**config.mk**
```make
export PLATFORM = sky130hd
export DESIGN_NAME = keyed_cfg_top
export DESIGN_NICKNAME = d
export VERILOG_FILES = /design/src/rtl/lkcfg_pkg.sv /design/src/rtl/lkcfg_keydet.sv /design/src/rtl/lkcfg_bank.sv /design/src/rtl/keyed_cfg_top.sv
export SDC_FILE = /design/constraint.sdc
export NUM_CORES = 1
export LEC_CHECK = 0
export ABC_AREA = 1
export CORE_AREA = 2 2 167 169
export DETAILED_ROUTE_END_ITERATION = 6
export DIE_AREA = 0 0 169 171
export DONT_BUFFER_PORTS = 1
export PLACE_DENSITY = 0.7
export SLEW_MARGIN = 20
export SYNTH_ARGS = -nofsm -noshare
export SYNTH_HDL_FRONTEND = slang
export SYNTH_SLANG_ARGS = --single-unit
```
**constraint.sdc**
```tcl
create_clock -name clk -period 3.95 [get_ports clk]
set_clock_uncertainty 0.1 [all_clocks]
set_input_delay 0.1975 -clock clk [delete_from_list [all_inputs] [get_ports clk]]
set_output_delay 0.1975 -clock clk [all_outputs]
set_load 0.01 [all_outputs]
```
**src/rtl/lkcfg_pkg.sv**
```systemverilog
package lkcfg_pkg;
  localparam logic [7:0] KEY_OPEN  = 8'h55;
  localparam logic [7:0] KEY_CLOSE = 8'hAA;

  localparam logic [7:0] IX_DEVSEL = 8'h07;
  localparam logic [7:0] IX_IDENT  = 8'h20;
  localparam logic [7:0] IX_REV    = 8'h21;
  localparam logic [7:0] IX_PWR    = 8'h22;
  localparam logic [7:0] IX_BANK0  = 8'h30;
  localparam logic [7:0] IX_ACT    = 8'h30;
  localparam logic [7:0] IX_BHI    = 8'h60;
  localparam logic [7:0] IX_BLO    = 8'h61;
  localparam logic [7:0] IX_IRQ    = 8'h70;
  localparam logic [7:0] IX_IRQ2   = 8'h72;
  localparam logic [7:0] IX_DMA    = 8'h74;
  localparam logic [7:0] IX_FMODE  = 8'h90;
  localparam logic [7:0] IX_FOPT   = 8'h91;

  localparam logic [7:0] IDENT_VAL = 8'h02;

  typedef enum logic [1:0] {KS_RUN, KS_HALF, KS_CFG} key_st_e;

  function automatic logic [15:0] port_base(input logic alt);
    return alt ? 16'h0370 : 16'h03F0;
  endfunction

  function automatic logic is_banked(input logic [7:0] idx);
    return idx >= IX_BANK0;
  endfunction

  function automatic logic [7:0] pwr_byte(input logic [5:0] act);
    return {2'b00, act};
  endfunction
endpackage

```
**src/rtl/lkcfg_keydet.sv**
```systemverilog
module lkcfg_keydet
  import lkcfg_pkg::*;
(
  input  logic       clk,
  input  logic       rst_n,
  input  logic       idx_wr,
  input  logic [7:0] wdata,
  output logic       cfg_mode,
  output logic       unlock_evt,
  output logic       lock_evt
);
  key_st_e st_q, st_d;

  assign unlock_evt = idx_wr && (st_q == KS_HALF) && (wdata == KEY_OPEN);
  assign lock_evt   = idx_wr && (st_q == KS_CFG)  && (wdata == KEY_CLOSE);
  assign cfg_mode   = (st_q == KS_CFG);

  always_comb begin
    st_d = st_q;
    if (idx_wr) begin
      unique case (st_q)
        KS_RUN:  if (wdata == KEY_OPEN) st_d = KS_HALF;
        KS_HALF: st_d = (wdata == KEY_OPEN) ? KS_CFG : KS_RUN;
        KS_CFG:  if (wdata == KEY_CLOSE) st_d = KS_RUN;
        default: st_d = KS_RUN;
      endcase
    end
  end

  always_ff @(posedge clk or negedge rst_n) begin
    if (!rst_n) st_q <= KS_RUN;
    else        st_q <= st_d;
  end
endmodule

```
**src/rtl/lkcfg_bank.sv**
```systemverilog
module lkcfg_bank
  import lkcfg_pkg::*;
#(
  parameter bit HAS_IRQ2  = 1'b0,
  parameter bit HAS_DMA   = 1'b0,
  parameter bit HAS_FMODE = 1'b0
)(
  input  logic        clk,
  input  logic        rst_n,
  input  logic        wr_en,
  input  logic [7:0]  idx,
  input  logic [7:0]  wdata,
  output logic [7:0]  rdata,
  output logic        active,
  output logic [15:0] base,
  output logic [7:0]  irq,
  output logic [7:0]  irq2,
  output logic [7:0]  dma
);
  logic       act_q;
  logic [7:0] bhi_q, blo_q, irq_q;
  logic [7:0] fmode, fopt;

  always_ff @(posedge clk or negedge rst_n) begin
    if (!rst_n) begin
      act_q <= 1'b0;
      bhi_q <= '0;
      blo_q <= '0;
      irq_q <= '0;
    end else if (wr_en) begin
      case (idx)
        IX_ACT:  act_q <= wdata[0];
        IX_BHI:  bhi_q <= wdata;
        IX_BLO:  blo_q <= wdata;
        IX_IRQ:  irq_q <= wdata;
        default: ;
      endcase
    end
  end

  generate
    if (HAS_IRQ2) begin : g_irq2
      logic [7:0] q;
      always_ff @(posedge clk or negedge rst_n) begin
        if (!rst_n)                       q <= '0;
        else if (wr_en && idx == IX_IRQ2) q <= wdata;
      end
      assign irq2 = q;
    end else begin : g_no_irq2
      assign irq2 = '0;
    end

    if (HAS_DMA) begin : g_dma
      logic [7:0] q;
      always_ff @(posedge clk or negedge rst_n) begin
        if (!rst_n)                      q <= '0;
        else if (wr_en && idx == IX_DMA) q <= wdata;
      end
      assign dma = q;
    end else begin : g_no_dma
      assign dma = '0;
    end

    if (HAS_FMODE) begin : g_fmode
      logic [7:0] m_q, o_q;
      always_ff @(posedge clk or negedge rst_n) begin
        if (!rst_n) begin
          m_q <= '0;
          o_q <= '0;
        end else if (wr_en) begin
          if (idx == IX_FMODE) m_q <= wdata;
          if (idx == IX_FOPT)  o_q <= wdata;
        end
      end
      assign fmode = m_q;
      assign fopt  = o_q;
    end else begin : g_no_fmode
      assign fmode = '0;
      assign fopt  = '0;
    end
  endgenerate

  assign active = act_q;
  assign base   = {bhi_q, blo_q};
  assign irq    = irq_q;

  always_comb begin
    case (idx)
      IX_ACT:   rdata = {7'b0, act_q};
      IX_BHI:   rdata = bhi_q;
      IX_BLO:   rdata = blo_q;
      IX_IRQ:   rdata = irq_q;
      IX_IRQ2:  rdata = irq2;
      IX_DMA:   rdata = dma;
      IX_FMODE: rdata = fmode;
      IX_FOPT:  rdata = fopt;
      default:  rdata = '0;
    endcase
  end
endmodule

```
**src/rtl/keyed_cfg_top.sv**
```systemverilog
module keyed_cfg_top
  import lkcfg_pkg::*;
#(
  parameter int         NUM_DEV  = 9,
  parameter int         KBD_DEV  = 7,
  parameter int         FDC_DEV  = 0,
  parameter int         PAR_DEV  = 3,
  parameter logic [7:0] REV_BYTE = 8'h01
)(
  input  logic                  clk,
  input  logic                  rst_n,
  input  logic                  strap_alt,
  input  logic [15:0]           io_addr,
  input  logic                  io_wr,
  input  logic                  io_rd,
  input  logic [7:0]            io_wdata,
  output logic [7:0]            io_rdata,
  output logic [NUM_DEV-1:0]    dev_active,
  output logic [NUM_DEV*16-1:0] dev_base,
  output logic [NUM_DEV*8-1:0]  dev_irq,
  output logic [7:0]            dev_irq2,
  output logic [NUM_DEV*8-1:0]  dev_dma
);
  localparam int PWR_BITS = 6;

  logic [15:0] port_lo;
  logic        hit_idx, hit_dat;
  logic        idx_wr, dat_wr, dat_rd;
  logic        cfg_mode, unlock_evt, lock_evt;
  logic [7:0]  index_q, ldn_q;
  logic        ldn_ok;
  logic [7:0]  bank_sel_rd, cfg_rdata;
  logic [NUM_DEV-1:0] bank_we;
  logic [7:0]  bank_rd  [NUM_DEV];
  logic [7:0]  irq2_all [NUM_DEV];

  assign port_lo = port_base(strap_alt);
  assign hit_idx = (io_addr == port_lo);
  assign hit_dat = (io_addr == port_lo + 16'd1);
  assign idx_wr  = io_wr && hit_idx;
  assign dat_wr  = io_wr && hit_dat && cfg_mode;
  assign dat_rd  = io_rd && hit_dat;
  assign ldn_ok  = (ldn_q < 8'(NUM_DEV));

  lkcfg_keydet u_key (
    .clk        (clk),
    .rst_n      (rst_n),
    .idx_wr     (idx_wr),
    .wdata      (io_wdata),
    .cfg_mode   (cfg_mode),
    .unlock_evt (unlock_evt),
    .lock_evt   (lock_evt)
  );

  always_ff @(posedge clk or negedge rst_n) begin
    if (!rst_n) begin
      index_q <= '0;
      ldn_q   <= '0;
    end else begin
      if (idx_wr && cfg_mode && !lock_evt)   index_q <= io_wdata;
      if (dat_wr && index_q == IX_DEVSEL)    ldn_q   <= io_wdata;
    end
  end

  for (genvar d = 0; d < NUM_DEV; d++) begin : g_dev
    assign bank_we[d] = dat_wr && is_banked(index_q) && (ldn_q == 8'(d));
    lkcfg_bank #(
      .HAS_IRQ2  (d == KBD_DEV),
      .HAS_DMA   ((d == FDC_DEV) || (d == PAR_DEV)),
      .HAS_FMODE (d == FDC_DEV)
    ) u_bank (
      .clk    (clk),
      .rst_n  (rst_n),
      .wr_en  (bank_we[d]),
      .idx    (index_q),
      .wdata  (io_wdata),
      .rdata  (bank_rd[d]),
      .active (dev_active[d]),
      .base   (dev_base[d*16 +: 16]),
      .irq    (dev_irq[d*8 +: 8]),
      .irq2   (irq2_all[d]),
      .dma    (dev_dma[d*8 +: 8])
    );
  end

  always_comb begin
    bank_sel_rd = '0;
    dev_irq2    = '0;
    for (int d = 0; d < NUM_DEV; d++) begin
      if (ldn_q == 8'(d)) bank_sel_rd = bank_sel_rd | bank_rd[d];
      dev_irq2 = dev_irq2 | irq2_all[d];
    end
  end

  always_comb begin
    case (index_q)
      IX_DEVSEL: cfg_rdata = ldn_q;
      IX_IDENT:  cfg_rdata = IDENT_VAL;
      IX_REV:    cfg_rdata = REV_BYTE;
      IX_PWR:    cfg_rdata = pwr_byte(dev_active[PWR_BITS-1:0]);
      default:   cfg_rdata = (is_banked(index_q) && ldn_ok) ? bank_sel_rd : 8'h00;
    endcase
  end

  assign io_rdata = (dat_rd && cfg_mode) ? cfg_rdata : 8'hFF;
endmodule

```
Word-level counts from Yosys, hierarchy flattened. Cells that the tools add are included.

Multiplexer cells: 26. Reduce and logical (&&, ||, !) cells: 65. Bitwise logic cells: 8. $add $sub $neg: 1. Magnitude comparators: 2. Equality and inequality tests: 28.

Operators with widths (number): 8-bit one-hot mux with 4 select lines (7); 8-bit 2-to-1 mux (12); 8-bit one-hot mux with 5 select lines (2); 2-bit AND reduction (38); 8-bit OR (8); 8-bit one-hot mux with 7 select lines (1); 8-bit by 7-bit == test with 1-bit output, second input constant (6); 8-bit by 3-bit == test with 1-bit output, second input constant (5); 8-bit by 6-bit == test with 1-bit output, second input constant (4); 8-bit == test, second input constant (3); 1-bit logical AND (23); 16-bit by 10-bit == test with 1-bit output (1); 16-bit by 11-bit == test with 1-bit output (1); 8-bit by 2-bit == test with 1-bit output, second input constant (2); 10-bit by 1-bit adder with 11-bit output, second input constant (1); 8-bit by 1-bit == test with 1-bit output, second input constant (1); 8-bit by 4-bit == test with 1-bit output, second input constant (1); 8-bit by 6-bit >= comparator with 1-bit output, second input constant (1); 8-bit zero test (1); 8-bit by 4-bit < comparator with 1-bit output, second input constant (1); 2-bit 2-to-1 mux (3); 2-bit one-hot mux with 3 select lines (1); 2-bit by 1-bit inequality test with 1-bit output, second input constant (2); 3-bit AND reduction (1); other kinds (4) (4).

Bits of input ports: 29. Word-level logic and storage cells: 174. Flip-flop bits (word level): 283.

Depth between registers and ports, before layout. Gate-level depths: netlist of run 1.

Depth after elaboration: 22. Mapped depth: 13. Mapped depth without buffers: 12.

Cells and area by module. Synthesis of run 1 repeated with hierarchy kept, for this count alone.

Cells, all modules: 2242. Area, all modules: 17972.2 um2.

By module, submodules not included: lkcfg_bank (g_dev[1].u_bank ...) (area each 1517.7 um2, times used 6, cells an instance 173, sequential area each 625.6 um2); lkcfg_bank (g_dev[0].u_bank) (area each 2732.6 um2, times used 1, cells an instance 346, sequential area each 1226.2 um2); keyed_cfg_top (area each 2167.1 um2, times used 1, cells an instance 368, sequential area each 400.4 um2); lkcfg_bank (g_dev[7].u_bank) (area each 1891.8 um2, times used 1, cells an instance 225, sequential area each 825.8 um2); lkcfg_bank (g_dev[3].u_bank) (area each 1854.3 um2, times used 1, cells an instance 224, sequential area each 825.8 um2); lkcfg_keydet (area each 220.2 um2, times used 1, cells an instance 41, sequential area each 50.0 um2).

Worst setup path after synthesis of run 1. OpenSTA, ideal clock, no wires.

Path type: register to output. Start point: register index_q[0]. End point: output port io_rdata[7]. Slack: 2.046 ns. Data required time: 3.652 ns. Arrival time: 1.607 ns. Cell stages (with the launch flop): 12. Buffers on the path: 2. Cell sequence: dfrtp_1 nor2_2 nand2_2 nor2_1 buf_4 buf_2 nand2_1 nand4_1 nand3_1 nand2_1 nor2_1 nand3_1.

Longest elaborated chain between the ends: 22. Elaborated cells on any way between the ends: 43. Classes of those cells: order compare: 1; eq/ne: 12; mux: 21; bitwise: 8; reduce/logical: 1.

RTL lines: from (decl) (line keyed_cfg_top.sv:30) `logic [7:0] index_q, ldn_q;`; from (signal assigned) (line keyed_cfg_top.sv:60) `if (idx_wr && cfg_mode && !lock_evt) index_q <= io_wdata;`; 8-bit == test, or another cell as far along (line lkcfg_bank.sv:88) `case (idx)`; 8-bit one-hot mux with 7 select lines (line lkcfg_bank.sv:88); 8-bit 2-to-1 mux (line keyed_cfg_top.sv:90) `if (ldn_q == 8'(d)) bank_sel_rd = bank_sel_rd | bank_rd[d];`; 8-bit OR (line keyed_cfg_top.sv:90); 8-bit 2-to-1 mux (line keyed_cfg_top.sv:90); 8-bit OR (line keyed_cfg_top.sv:90); 8-bit 2-to-1 mux (line keyed_cfg_top.sv:90); 8-bit OR (line keyed_cfg_top.sv:90); [6 not listed]; 8-bit 2-to-1 mux (line keyed_cfg_top.sv:90); 8-bit OR (line keyed_cfg_top.sv:90); 8-bit 2-to-1 mux (line keyed_cfg_top.sv:90); 8-bit OR (line keyed_cfg_top.sv:90); 8-bit 2-to-1 mux (line keyed_cfg_top.sv:90); 8-bit 2-to-1 mux (line keyed_cfg_top.sv:101) `default: cfg_rdata = (is_banked(index_q) && ldn_ok) ? bank_sel_rd : 8'h00;`; 8-bit one-hot mux with 4 select lines (*) (line keyed_cfg_top.sv:96) `case (index_q)`; 8-bit 2-to-1 mux (*) (line keyed_cfg_top.sv:105) `assign io_rdata = (dat_rd && cfg_mode) ? cfg_rdata : 8'hFF;`; to (decl) (line keyed_cfg_top.sv:17) `output logic [7:0] io_rdata,`.

Every way passes the cells marked *; elsewhere a longest branch is shown, timed or not.

Final worst setup path of run 1.
Start point: register index_q[0]. End point: output port io_rdata[3].

Same word-level chain as after synthesis.

==> summary.txt, run 1 <==
Cells and area
  – Antenna diodes: 0
  – Commonest non-fill, non-tap cell in the layout: nand2_1
  – Final core occ: 58.9%
  – Most frequent cells in the layout: 1140 x nand2_1, 283 x dfrtp_1, 141 x nand3_1, 77 x nor2_1, 71 x inv_1
  – Nets: 2052
  – Multi-input gate area: 6780 um2
  – Share of layout cells above drive strength 1: 7.64%
  – Finished Layout Cells: 2389
  – Register area: 7080 um2
  – Fill cells: 2494
  – P&R area growth vs syn: 8.92%

Route
  – Number of DRC markers in iteration 0: between 1k and 1.5k
  – Total wire length: between 50000 and 60000 um
  – DR DRC count: 0
  – Vias per cell: 5.66
  – Via count: 13.5k
  – Wire length per cell: 21.4 um
  – Post-route antenna net violation count: 0
  – Pre-antenna DRT Iters: 7

Clocking
  – Post-CTS Setup Bufs: 0
  – Post-CTS sizing: 0
  – CTS HTree Levels: 1
  – Clock root buffer: clkbuf_16
  – Clock slew at reported path FFs: 60 ps
  – Clk_lat worst skew: ~570 ps
  – CTS Hold Bufs: 28
  – CTS tree: built
  – CTS sink cnt: 283
  – CTS Buf Count: 30
  – Clk buf depth: 3

Placed design
  – Gpl congestion: between 0.9 and 1
  – DP HPWL: between 30000 and 40000 um
  – Placed cells: 2309
  – IO Port Bufs: 0

Floorplan
  – Starting Density: 54.1%
  – Die width: 169 um
  – Cell Rows: 61
  – Top Ports: 342
  – Core footprint: 27300 um2
  – Die ar.: 28900 um2
  – Die extent in y: 171 um

Worst setup path
  – Reg-to-reg critical path endpoint: g_dev[0].u_bank.dma[4]$_DFFE_PN0P_
  – CP arrival: 3160 ps
  – Crit path required time: 3650 ps
  – R2r startpoint: index_q[7]$_DFFE_PN0P_
  – Critical Path Sink: io_rdata[3]
  – Critical Path Stages: 10
  – Worst-path cell chain: nor2_2 -> nand2_2 -> nor2_4 -> buf_12 -> nand2_1 -> nand3_1 -> nand2_1 -> nand2_1 -> nor2_1 -> nand4_1
  – Worst path most repeated cell: nand2_1
  – Critical path's top delay family: simple AND/OR/NAND/NOR gates
  – Worst Setup Start Kind: register
  – Critical Path Fanout Max: 45
  – Crit path buf inv count: 1
  – Flop2flop setup slack: 1030 ps
  – Critical Path Max Stage Delay: 700 ps
  – Critical Path Source: index_q[0]$_DFFE_PN0P_
  – Worst reg-to-reg path cell count: 9
  – Setup CP Type: register to primary output
  – CP endpoint kind: primary output
  – Slowest CP cell: nor2_4

Min path
  – Hold WC Path Type: primary input to async pin

Timing
  – Fmax achieved: 289 MHz
  – Period utilisation layout: approximately 87%
  – Final setup violation count: 0
  – Slew HR: 39.9%
  – Fin Hold WS: -762 ps
  – Worst Tran Pin Value: 902 ps
  – Final Hold Fails: between 200 and 300
  – Fin Setup TNS: 0 ps
  – RSZ-0062 raised after global routing: no
  – Final Max Slew Viols: 0
  – Final min period: 3460 ps

GRT
  – Initial antenna violation count: 1
  – Largest net degree at the start of global routing: 284
  – Gr usage total: 35.0%
  – Grt ovf: 0
  – First-pass GRT wire length: 77600 um
  – Vias in the first global route: 12.6k

Power
  – Power share of the clock group: 48.3%
  – Sequential Power Share: between 40% and 50%
  – Pwr Total: slightly below 6 mW
  – Sw Ratio: 21.4%
  – Logic pwr share: under 10%
  – IR drop worst, VDD: 350 uV
  – Internal power: 4.62 mW
  – Pwr dens: 365 nW/um2
  – Net Switching: 1.26 mW
  – Pleak: 8.58 nW

Synth
  – Yosys cell types: 33
  – Syn avg cell area: 7.29 um2
  – Sequential area share after synthesis: approximately 48%
  – Seq cells post-synth: 283
  – Mapped Cells: 2029
  – Total number of yosys warnings: 0
  – Netlist Area Pre-Place: 14800 um2

Run status
  – Failing checks: hold timing
  – Status: complete, but fails checks

Flow run
  – Max cap viols: 0
-- routing by layer --
metal | wire (um) | GRT usage (%) | vias to the layer above
met5 | 13 | 0 | -
met4 | 1900 | 13.5 | 2
met3 | 5660 | 9.72 | 121
met2 | 23300 | 55.0 | 788
met1 | 20300 | 46.4 | 6425
li1 | - | - | 6174
-- state kept, by name, summed over array words and instances (netlist names) --
name,cells
g_dev.u_bank.active,9
g_dev.u_bank.bhi_q,72
g_dev.u_bank.blo_q,72
g_dev.u_bank.dma,16
g_dev.u_bank.fmode,8
g_dev.u_bank.fopt,8
g_dev.u_bank.irq,72
g_dev.u_bank.irq2,8
index_q,8
ldn_q,8
u_key.st_q,2
-- synthesized netlist by cell type --
| library cell | count | area [um2] |
|---|---|---|
| nor2_4 | 35 | 394 |
| or2_1 | 1 | 6.26 |
| nand4_1 | 23 | 144 |
| nand3_1 | 141 | 706 |
| nand3_4 | 1 | 17.5 |
| inv_2 | 13 | 48.8 |
| conb_1 | 1 | 3.75 |
| nand2_8 | 1 | 20.0 |
| buf_1 | 3 | 11.3 |
| o21ai_0 | 30 | 150 |
| nand2_1 | 1140 | 4280 |
| clkbuf_1 | 31 | 116 |
| o31ai_1 | 1 | 7.51 |
| a21oi_4 | 1 | 16.3 |
| o221ai_1 | 2 | 17.5 |
| buf_2 | 28 | 140 |
| nor3_1 | 3 | 15.0 |
| xnor2_1 | 1 | 8.76 |
| nor3_4 | 5 | 81.3 |
| a21oi_1 | 2 | 10.0 |
| inv_1 | 71 | 267 |
| buf_6 | 4 | 45.0 |
| o21ai_1 | 24 | 120 |
| nand2_2 | 14 | 87.6 |
| buf_4 | 69 | 518 |
| a22o_1 | 1 | 8.76 |
| nor2_2 | 9 | 56.3 |
| nand3_2 | 5 | 50.1 |
| o22ai_1 | 4 | 25.0 |
| dfrtp_1 | 283 | 7080 |
| nor2_1 | 78 | 293 |
| nand3b_1 | 1 | 7.51 |
| nand2_4 | 3 | 33.8 |
-- how the worst min path moves through the flow --
stage | from | to | slack (ps) | depth (start not counted)
after floorplan | rst_n | g_dev[0].u_bank.active$_DFFE_PN0P_ | -200 | 0
after CTS | rst_n | g_dev[7].u_bank.bhi_q[5]$_DFFE_PN0P_ | -780 | 0
after global routing | rst_n | g_dev[7].u_bank.bhi_q[5]$_DFFE_PN0P_ | -780 | 0
final | rst_n | g_dev[5].u_bank.irq[2]$_DFFE_PN0P_ | -760 | 0
after detailed placement | rst_n | g_dev[5].u_bank.irq[2]$_DFFE_PN0P_ | -190 | 0
after global placement | rst_n | g_dev[5].u_bank.irq[2]$_DFFE_PN0P_ | -190 | 0
-- worst register-to-register path, cell delays in order (launching register included) --
cell and delay, ps:
dfrtp_1 440, nor2_2 220, nand2_2 130, a21oi_4 480
buf_4 340, nand2_4 170, nor2_4 240, nand2_1 100
dlygate4sd3_1 580, nand2_1 70
-- power groups by stage --
stage,clock (mW),sequential [mW],combinational (mW)
after detailed placement,0,2.95,0.0401
after CTS,2.87,2.90,0.132
final,2.84,2.90,0.136
after floorplan,0,2.95,0.104
after global routing,2.99,2.90,0.142
after global placement,0,2.95,0.0400
-- metrics by stage --
step	setup WS [ps]	cell area, um2
6_report	495	16100
3_3_place_gp	1170	14800
3_5_place_dp	1160	14800
2_1_floorplan	2050	15000
5_1_grt	346	16100
4_1_cts	543	16100
-- area by class of cell --
type                            count  share of cell area [%]
Inverter                           84                    1.96
Tap cell                          346                    2.69
Sequential cell                   283                    44.0
Timing Repair Buffer               42                    3.12
Clock inverter                      4                   0.280
Clock buffer                       48                    5.90
Multi-Input combinational cell   1582                    42.1
-- cells by family after synthesis --
family | synth area share [%]
compound gates | 2.40
xor+xnor | 0.0592
buf+inv | 7.75
flops | 47.9
other cells | 0.0254
simple gates | 41.9
(Power assumes the default switching activity.)
==> run 2: changes to the inputs <==
--- a/config.mk
+++ b/config.mk
@@ -11,6 +11,7 @@
 export DIE_AREA = 0 0 169 171
 export DONT_BUFFER_PORTS = 1
 export PLACE_DENSITY = 0.7
+export REMOVE_ABC_BUFFERS = 1
 export SLEW_MARGIN = 20
 export SYNTH_ARGS = -nofsm -noshare
 export SYNTH_HDL_FRONTEND = slang
==> run 2 against run 1 <==
The run still ends with hold timing left. Critical path type unchanged. Routed wire length is 1.0% lower. Power is 6.9% higher. Critical path depth did not move. Clock power is 14% higher. Cell count rose by 0.25%. Largest power group is now clock. Utilization grew 0.54 points. Non-clock buffer count up 2. First-iteration DRC count is 13% higher.
==> summary.txt, run 2 (same netlist as run 1, synthesis figures left out) <==
Timing
  – Final setup violation count: 0
  – Fin Setup TNS: 0 ps
  – Period utilisation layout: 83.9%
  – Fin Hold WS: -756 ps
  – Final Hold Fails: 283
  – Final min period: 3320 ps
  – Final Max Slew Viols: 0
  – Fmax achieved: 302 MHz
  – Slew HR: 53.6%
  – Worst Tran Pin Value: roughly 690 ps
  – RSZ-0062 raised after global routing: no

Cells and area
  – Final core occ: 59.5%
  – Fill cells: about 2.5k
  – Share of layout cells above drive strength 1: 8.10%
  – Commonest non-fill, non-tap cell in the layout: nand2_1
  – Most frequent cells in the layout: 1140 x nand2_1, 283 x dfrtp_1, 141 x nand3_1, 77 x nor2_1, 71 x inv_1
  – P&R area growth vs syn: 9.92%
  – Antenna diodes: 0
  – Post-route cell area: 16300 um2
  – Register area: ~7100 um2
  – Multi-input gate area: 6780 um2
  – Nets: about 2.1k

Clocking
  – CTS tree: built
  – Clock slew at reported path FFs: 60 ps
  – Clk_lat worst skew: 570 ps
  – CTS Hold Bufs: 28
  – CTS HTree Levels: 1
  – Post-CTS sizing: 0
  – Clock root buffer: clkbuf_16
  – Post-CTS Setup Bufs: 0
  – CTS Buf Count: 31
  – CTS sink cnt: 283
  – Clk buf depth: 3

Placed design
  – DP HPWL: 33800 um
  – IO Port Bufs: 0
  – Area after DPL: approximately 15000 um2
  – Gpl congestion: roughly 0.97

Worst setup path
  – Worst path most repeated cell: nand3_1
  – Flop2flop setup slack: 1060 ps
  – R2r startpoint: index_q[7]$_DFFE_PN0P_
  – Slowest CP cell: nor2_4
  – Worst reg-to-reg path cell count: 10
  – Reg-to-reg critical path endpoint: g_dev[5].u_bank.blo_q[2]$_DFFE_PN0P_
  – Critical Path Fanout Max: 20
  – CP endpoint kind: primary output
  – Setup CP Type: register to primary output
  – Worst-path cell chain: nor2_1 -> nand3_1 -> nor2_4 -> buf_4 -> nand2_1 -> nand3_1 -> nand2_1 -> nand4_1 -> nor2_1 -> nand3_1
  – Crit path required time: 3650 ps
  – Critical path's top delay family: simple AND/OR/NAND/NOR gates
  – Worst Setup Start Kind: register
  – Crit path buf inv count: 1
  – CP arrival: 3020 ps
  – Critical Path Max Stage Delay: 560 ps

Power
  – Pleak: 8.65 nW
  – IR drop worst, VDD: ~380 uV
  – Pwr dens: 386 nW/um2
  – Pwr Total: approximately 6.3 mW

Floorplan
  – Starting Density: 54.1%
  – Die ar.: 28900 um2
  – Die width: roughly 170 um
  – Die extent in y: 171 um
  – Core footprint: between 20000 and 30000 um2
  – Cell Rows: 61
  – Top Ports: between 300 and 400

GRT
  – Gr usage total: 34.6%
  – Grt ovf: 0
  – First-pass GRT wire length: between 70000 and 80000 um
  – Vias in the first global route: ~13k
  – Initial antenna violation count: 0
  – Largest net degree at the start of global routing: 284

Route
  – Via count: 13.6k
  – Vias per cell: ~5.7
  – Wire length per cell: 21.1 um
  – Pre-antenna DRT Iters: 5
  – DR DRC count: 0
  – Total wire length: 50600 um
  – Number of DRC markers in iteration 0: between 1k and 1.5k
  – Post-route antenna net violation count: 0

Flow run
  – Max cap viols: 0

Run status
  – Status: complete, but fails checks
  – Failing checks: hold timing

Min path
  – Hold WC Path Type: primary input to async pin
## run 2: cell types whose count changed in the layout (fill, tap and decap cells not counted), sizes merged
cell,delta
bufinv,+5
clkbuf,-5
buf,+2
clkinv,+2
clkinvlp,+1
inv,+1
## run 2: final cells by class
type                    count  share of cell area [%]
flip-flops and latches    283                    43.6
multi-input cells        1582                    41.7
clock buffers              43                    5.67
repair buffers             44                    3.03
well taps                 346                    2.66
inverters                  84                    1.94
clock inverters            13                    1.42
## run 2: worst max path at each step
stage,from,endpoint,slack (ps),cells past startpoint
after floorplan,index_q[0]$_DFFE_PN0P_,g_dev[6].u_bank.bhi_q[0]$_DFFE_PN0P_,-210,6
final,index_q[3]$_DFFE_PN0P_,io_rdata[7],630,10
after global routing,index_q[3]$_DFFE_PN0P_,io_rdata[0],510,10
after detailed placement,index_q[3]$_DFFE_PN0P_,io_rdata[7],1300,10
after global placement,index_q[3]$_DFFE_PN0P_,io_rdata[7],1330,10
after CTS,index_q[3]$_DFFE_PN0P_,io_rdata[7],700,10
## run 2: routing by layer
metal,vias up,share of wire [%],global-route usage [%]
met2,829,45,53.0
li1,6169,-,-
met4,0,4.4,14.4
met1,6464,39,46.4
met3,147,12,9.65
met5,-,0,0
## run 2: where the power goes
group	internal (mW)	switching, mW	leakage, nW
logic	0.0269	0.107	4.18
clock network	2.01	1.23	0.567
registers	2.90	0.0000000585	3.91
## run 2: stage by stage
step           setup slack [ps]  std cells
2_1_floorplan              -210       1949
3_3_place_gp               1330       2311
3_5_place_dp               1300       2311
4_1_cts                     699       2395
5_1_grt                     509       2395
6_report                    635       2395
==> run 3: changes to the inputs <==
--- a/config.mk
+++ b/config.mk
@@ -10,7 +10,7 @@
 export DETAILED_ROUTE_END_ITERATION = 6
 export DIE_AREA = 0 0 169 171
 export DONT_BUFFER_PORTS = 1
-export PLACE_DENSITY = 0.7
+export PLACE_DENSITY = 0.73
 export REMOVE_ABC_BUFFERS = 1
 export SLEW_MARGIN = 20
 export SYNTH_ARGS = -nofsm -noshare
==> constraint.sdc (replaced) <==
create_clock -name clk -period 2.7 [get_ports clk]
set_clock_uncertainty 0.1 [all_clocks]
set_input_delay 0.135 -clock clk [delete_from_list [all_inputs] [get_ports clk]]
set_output_delay 0.135 -clock clk [all_outputs]
set_load 0.01 [all_outputs]
==> run 3 against run 2 <==
The flow finishes with violations (hold timing, setup timing). Sequential share of layout area shrank 2.1 points. Cell count rose by 2.5%. Hold slack lost 71 ps. Critical endpoint is now io_rdata[5].
==> summary.txt, run 3 (same netlist as run 1, synthesis figures left out) <==
Run status
  – Status: complete, but fails checks
  – Failing checks: hold timing, setup timing

Floorplan
  – Cell Rows: 61
  – Top Ports: 342
  – Starting Density: 54.1%
  – Die width: 169 um
  – Die ar.: 28900 um2
  – Core footprint: 27300 um2
  – Die extent in y: 171 um

Clocking
  – Clk_lat worst skew: 570 ps
  – Clk buf depth: 3
  – Clock slew at reported path FFs: 70 ps
  – CTS Buf Count: 29
  – CTS HTree Levels: 1
  – CTS tree: built
  – Clock root buffer: clkbuf_16
  – CTS Hold Bufs: 26
  – CTS sink cnt: around 280

Cells and area
  – Nets: 2116
  – Finished Layout Cells: about 2.5k
  – Multi-input gate area: 7060 um2
  – Commonest non-fill, non-tap cell in the layout: nand2_1
  – Fill cells: about 2.4k
  – Post-route cell area: 17100 um2
  – P&R area growth vs syn: 15.7%
  – Share of layout cells above drive strength 1: 13.7%
  – Most frequent cells in the layout: 1122 x nand2_1, 276 x dfrtp_1, 132 x nand3_1, 67 x inv_1, 56 x conb_1
  – Register area: 7090 um2
  – Final core occ: 62.6%

GRT
  – Largest net degree at the start of global routing: 284
  – Initial antenna violation count: 0
  – Vias in the first global route: 12.8k
  – Grt ovf: 0
  – First-pass GRT wire length: between 70000 and 80000 um
  – Gr usage total: between 30% and 40%

Timing
  – Final min period: 2720 ps
  – Slew HR: 63.9%
  – Final Max Slew Viols: 0
  – Worst setup margin: -19.6 ps
  – Fmax achieved: 368 MHz
  – Worst Tran Pin Value: 541 ps
  – RSZ-0062 raised after global routing: yes
  – Final setup violation count: 4
  – Fin Hold WS: -826 ps
  – Final Hold Fails: 283
  – Period utilisation layout: 101%
  – Fin Setup TNS: -44.7 ps

Route
  – Wire length per cell: around 22 um
  – Post-route antenna net violation count: 0
  – Top Metal Used: met4
  – Pre-antenna DRT Iters: 5
  – Vias per cell: 5.71
  – M1 WL: 20800 um
  – Met2 WL: between 20000 and 25000 um
  – DR DRC count: 0
  – Number of DRC markers in iteration 0: approximately 1.7k
  – WL met3: between 5000 and 6000 um
  – Via count: 14.0k
  – Total wire length: 52800 um

Placed design
  – Placed cells: about 2.3k
  – DP HPWL: 34200 um
  – Area after DPL: 14900 um2
  – IO Port Bufs: 0
  – Gpl congestion: 1.07

Worst setup path
  – Critical Path Max Stage Delay: 440 ps
  – R2r startpoint: u_key.st_q[0]$_DFFE_PN0P_
  – Flop2flop setup slack: 200 ps
  – Worst Setup Start Kind: register
  – Worst reg-to-reg path cell count: 11
  – CP arrival: 2480 ps
  – Worst-path cell chain: inv_2 -> nor2_4 -> nand2_4 -> nor2_4 -> buf_6 -> clkbuf_16 -> nand2_1 -> nand3_1 -> nand2_1 -> nand3_2 -> nor2_2 -> nand4_1
  – Slowest CP cell: dfrtp_2
  – Crit path required time: 2470 ps
  – Critical Path Fanout Max: 10
  – CP endpoint kind: primary output
  – Reg-to-reg critical path endpoint: g_dev[5].u_bank.irq[2]$_DFFE_PN0P_
  – Setup CP Type: register to primary output

Power
  – IR drop worst, VDD: around 480 uV
  – Pwr dens: 503 nW/um2
  – Pleak: roughly 9 nW

Min path
  – Hold WC Path Type: primary input to async pin

Flow run
  – Max cap viols: 0
run 3: changes by cell type in the layout (fill, tap and decap cells not counted), sizes merged:
cell / change
buf: +59
clkbuf: +7
bufinv: -4
clkinv: -2
dlygate4sd3: -2
diode: +1
inv: +1
run 3: cell type report:
type | count | share of cell area [%]
inverter | 84 | 1.86
clock buffer | 44 | 5.10
tap | 346 | 2.53
multi-input combinational | 1582 | 41.3
sequential | 283 | 41.5
timing repair buffer | 107 | 7.17
clock inverter | 8 | 0.600
antenna | 1 | 0.0146
run 3: metal layers:
layer	track usage, %	vias to the layer above
li1	-	6301
met1	47.0	6678
met2	53.5	896
met3	8.91	144
met4	12.6	0
met5	0	-
run 3: how the worst max path moves through the flow:
stage	from	end	slack (ps)	cells past startpoint
3_3_place_gp	index_q[0]$_DFFE_PN0P_	io_rdata[0]	330	10
3_5_place_dp	index_q[0]$_DFFE_PN0P_	io_rdata[0]	320	10
2_1_floorplan	index_q[0]$_DFFE_PN0P_	g_dev[6].u_bank.bhi_q[0]$_DFFE_PN0P_	-1460	6
5_1_grt	index_q[7]$_DFFE_PN0P_	io_rdata[2]	-60	11
6_report	index_q[6]$_DFFE_PN0P_	io_rdata[5]	-20	12
4_1_cts	index_q[4]$_DFFE_PN0P_	io_rdata[2]	-30	12
run 3: through the flow:
| step | total power, mW | setup slack [ps] |
|---|---|---|
| after floorplan | 4.37 | -1460 |
| after global placement | 4.38 | 328 |
| after global routing | 8.80 | -60.2 |
| after CTS | 8.60 | -33.0 |
| final | 8.60 | -19.6 |
| after detailed placement | 4.38 | 323 |
run 3: what timing repair did:
item	CTS	global route
endpoints found under the setup margin	8	14
resized for setup	26	78
endpoints found under the hold margin	566	283
pin swaps	11	26
setup buffers	9	33
cloned	1	8
run 3: report_power, final:
group / internal, mW / switching (mW) / leakage [nW] / total, mW
combinational: 0.0403 / 0.156 / 4.73 / 0.196
sequential: 4.24 / 0.0000000963 / 3.90 / 4.24
clock: 2.41 / 1.75 / 0.480 / 4.16
total: 6.69 / 1.91 / 9.11 / 8.60
run 3: worst max-delay path: cells and delay by family (launching register included):
kind | cells | cell delay [ps]
and+or+nand+nor | 9 | 1060
buffers and inverters | 3 | 420
DFF | 1 | 440
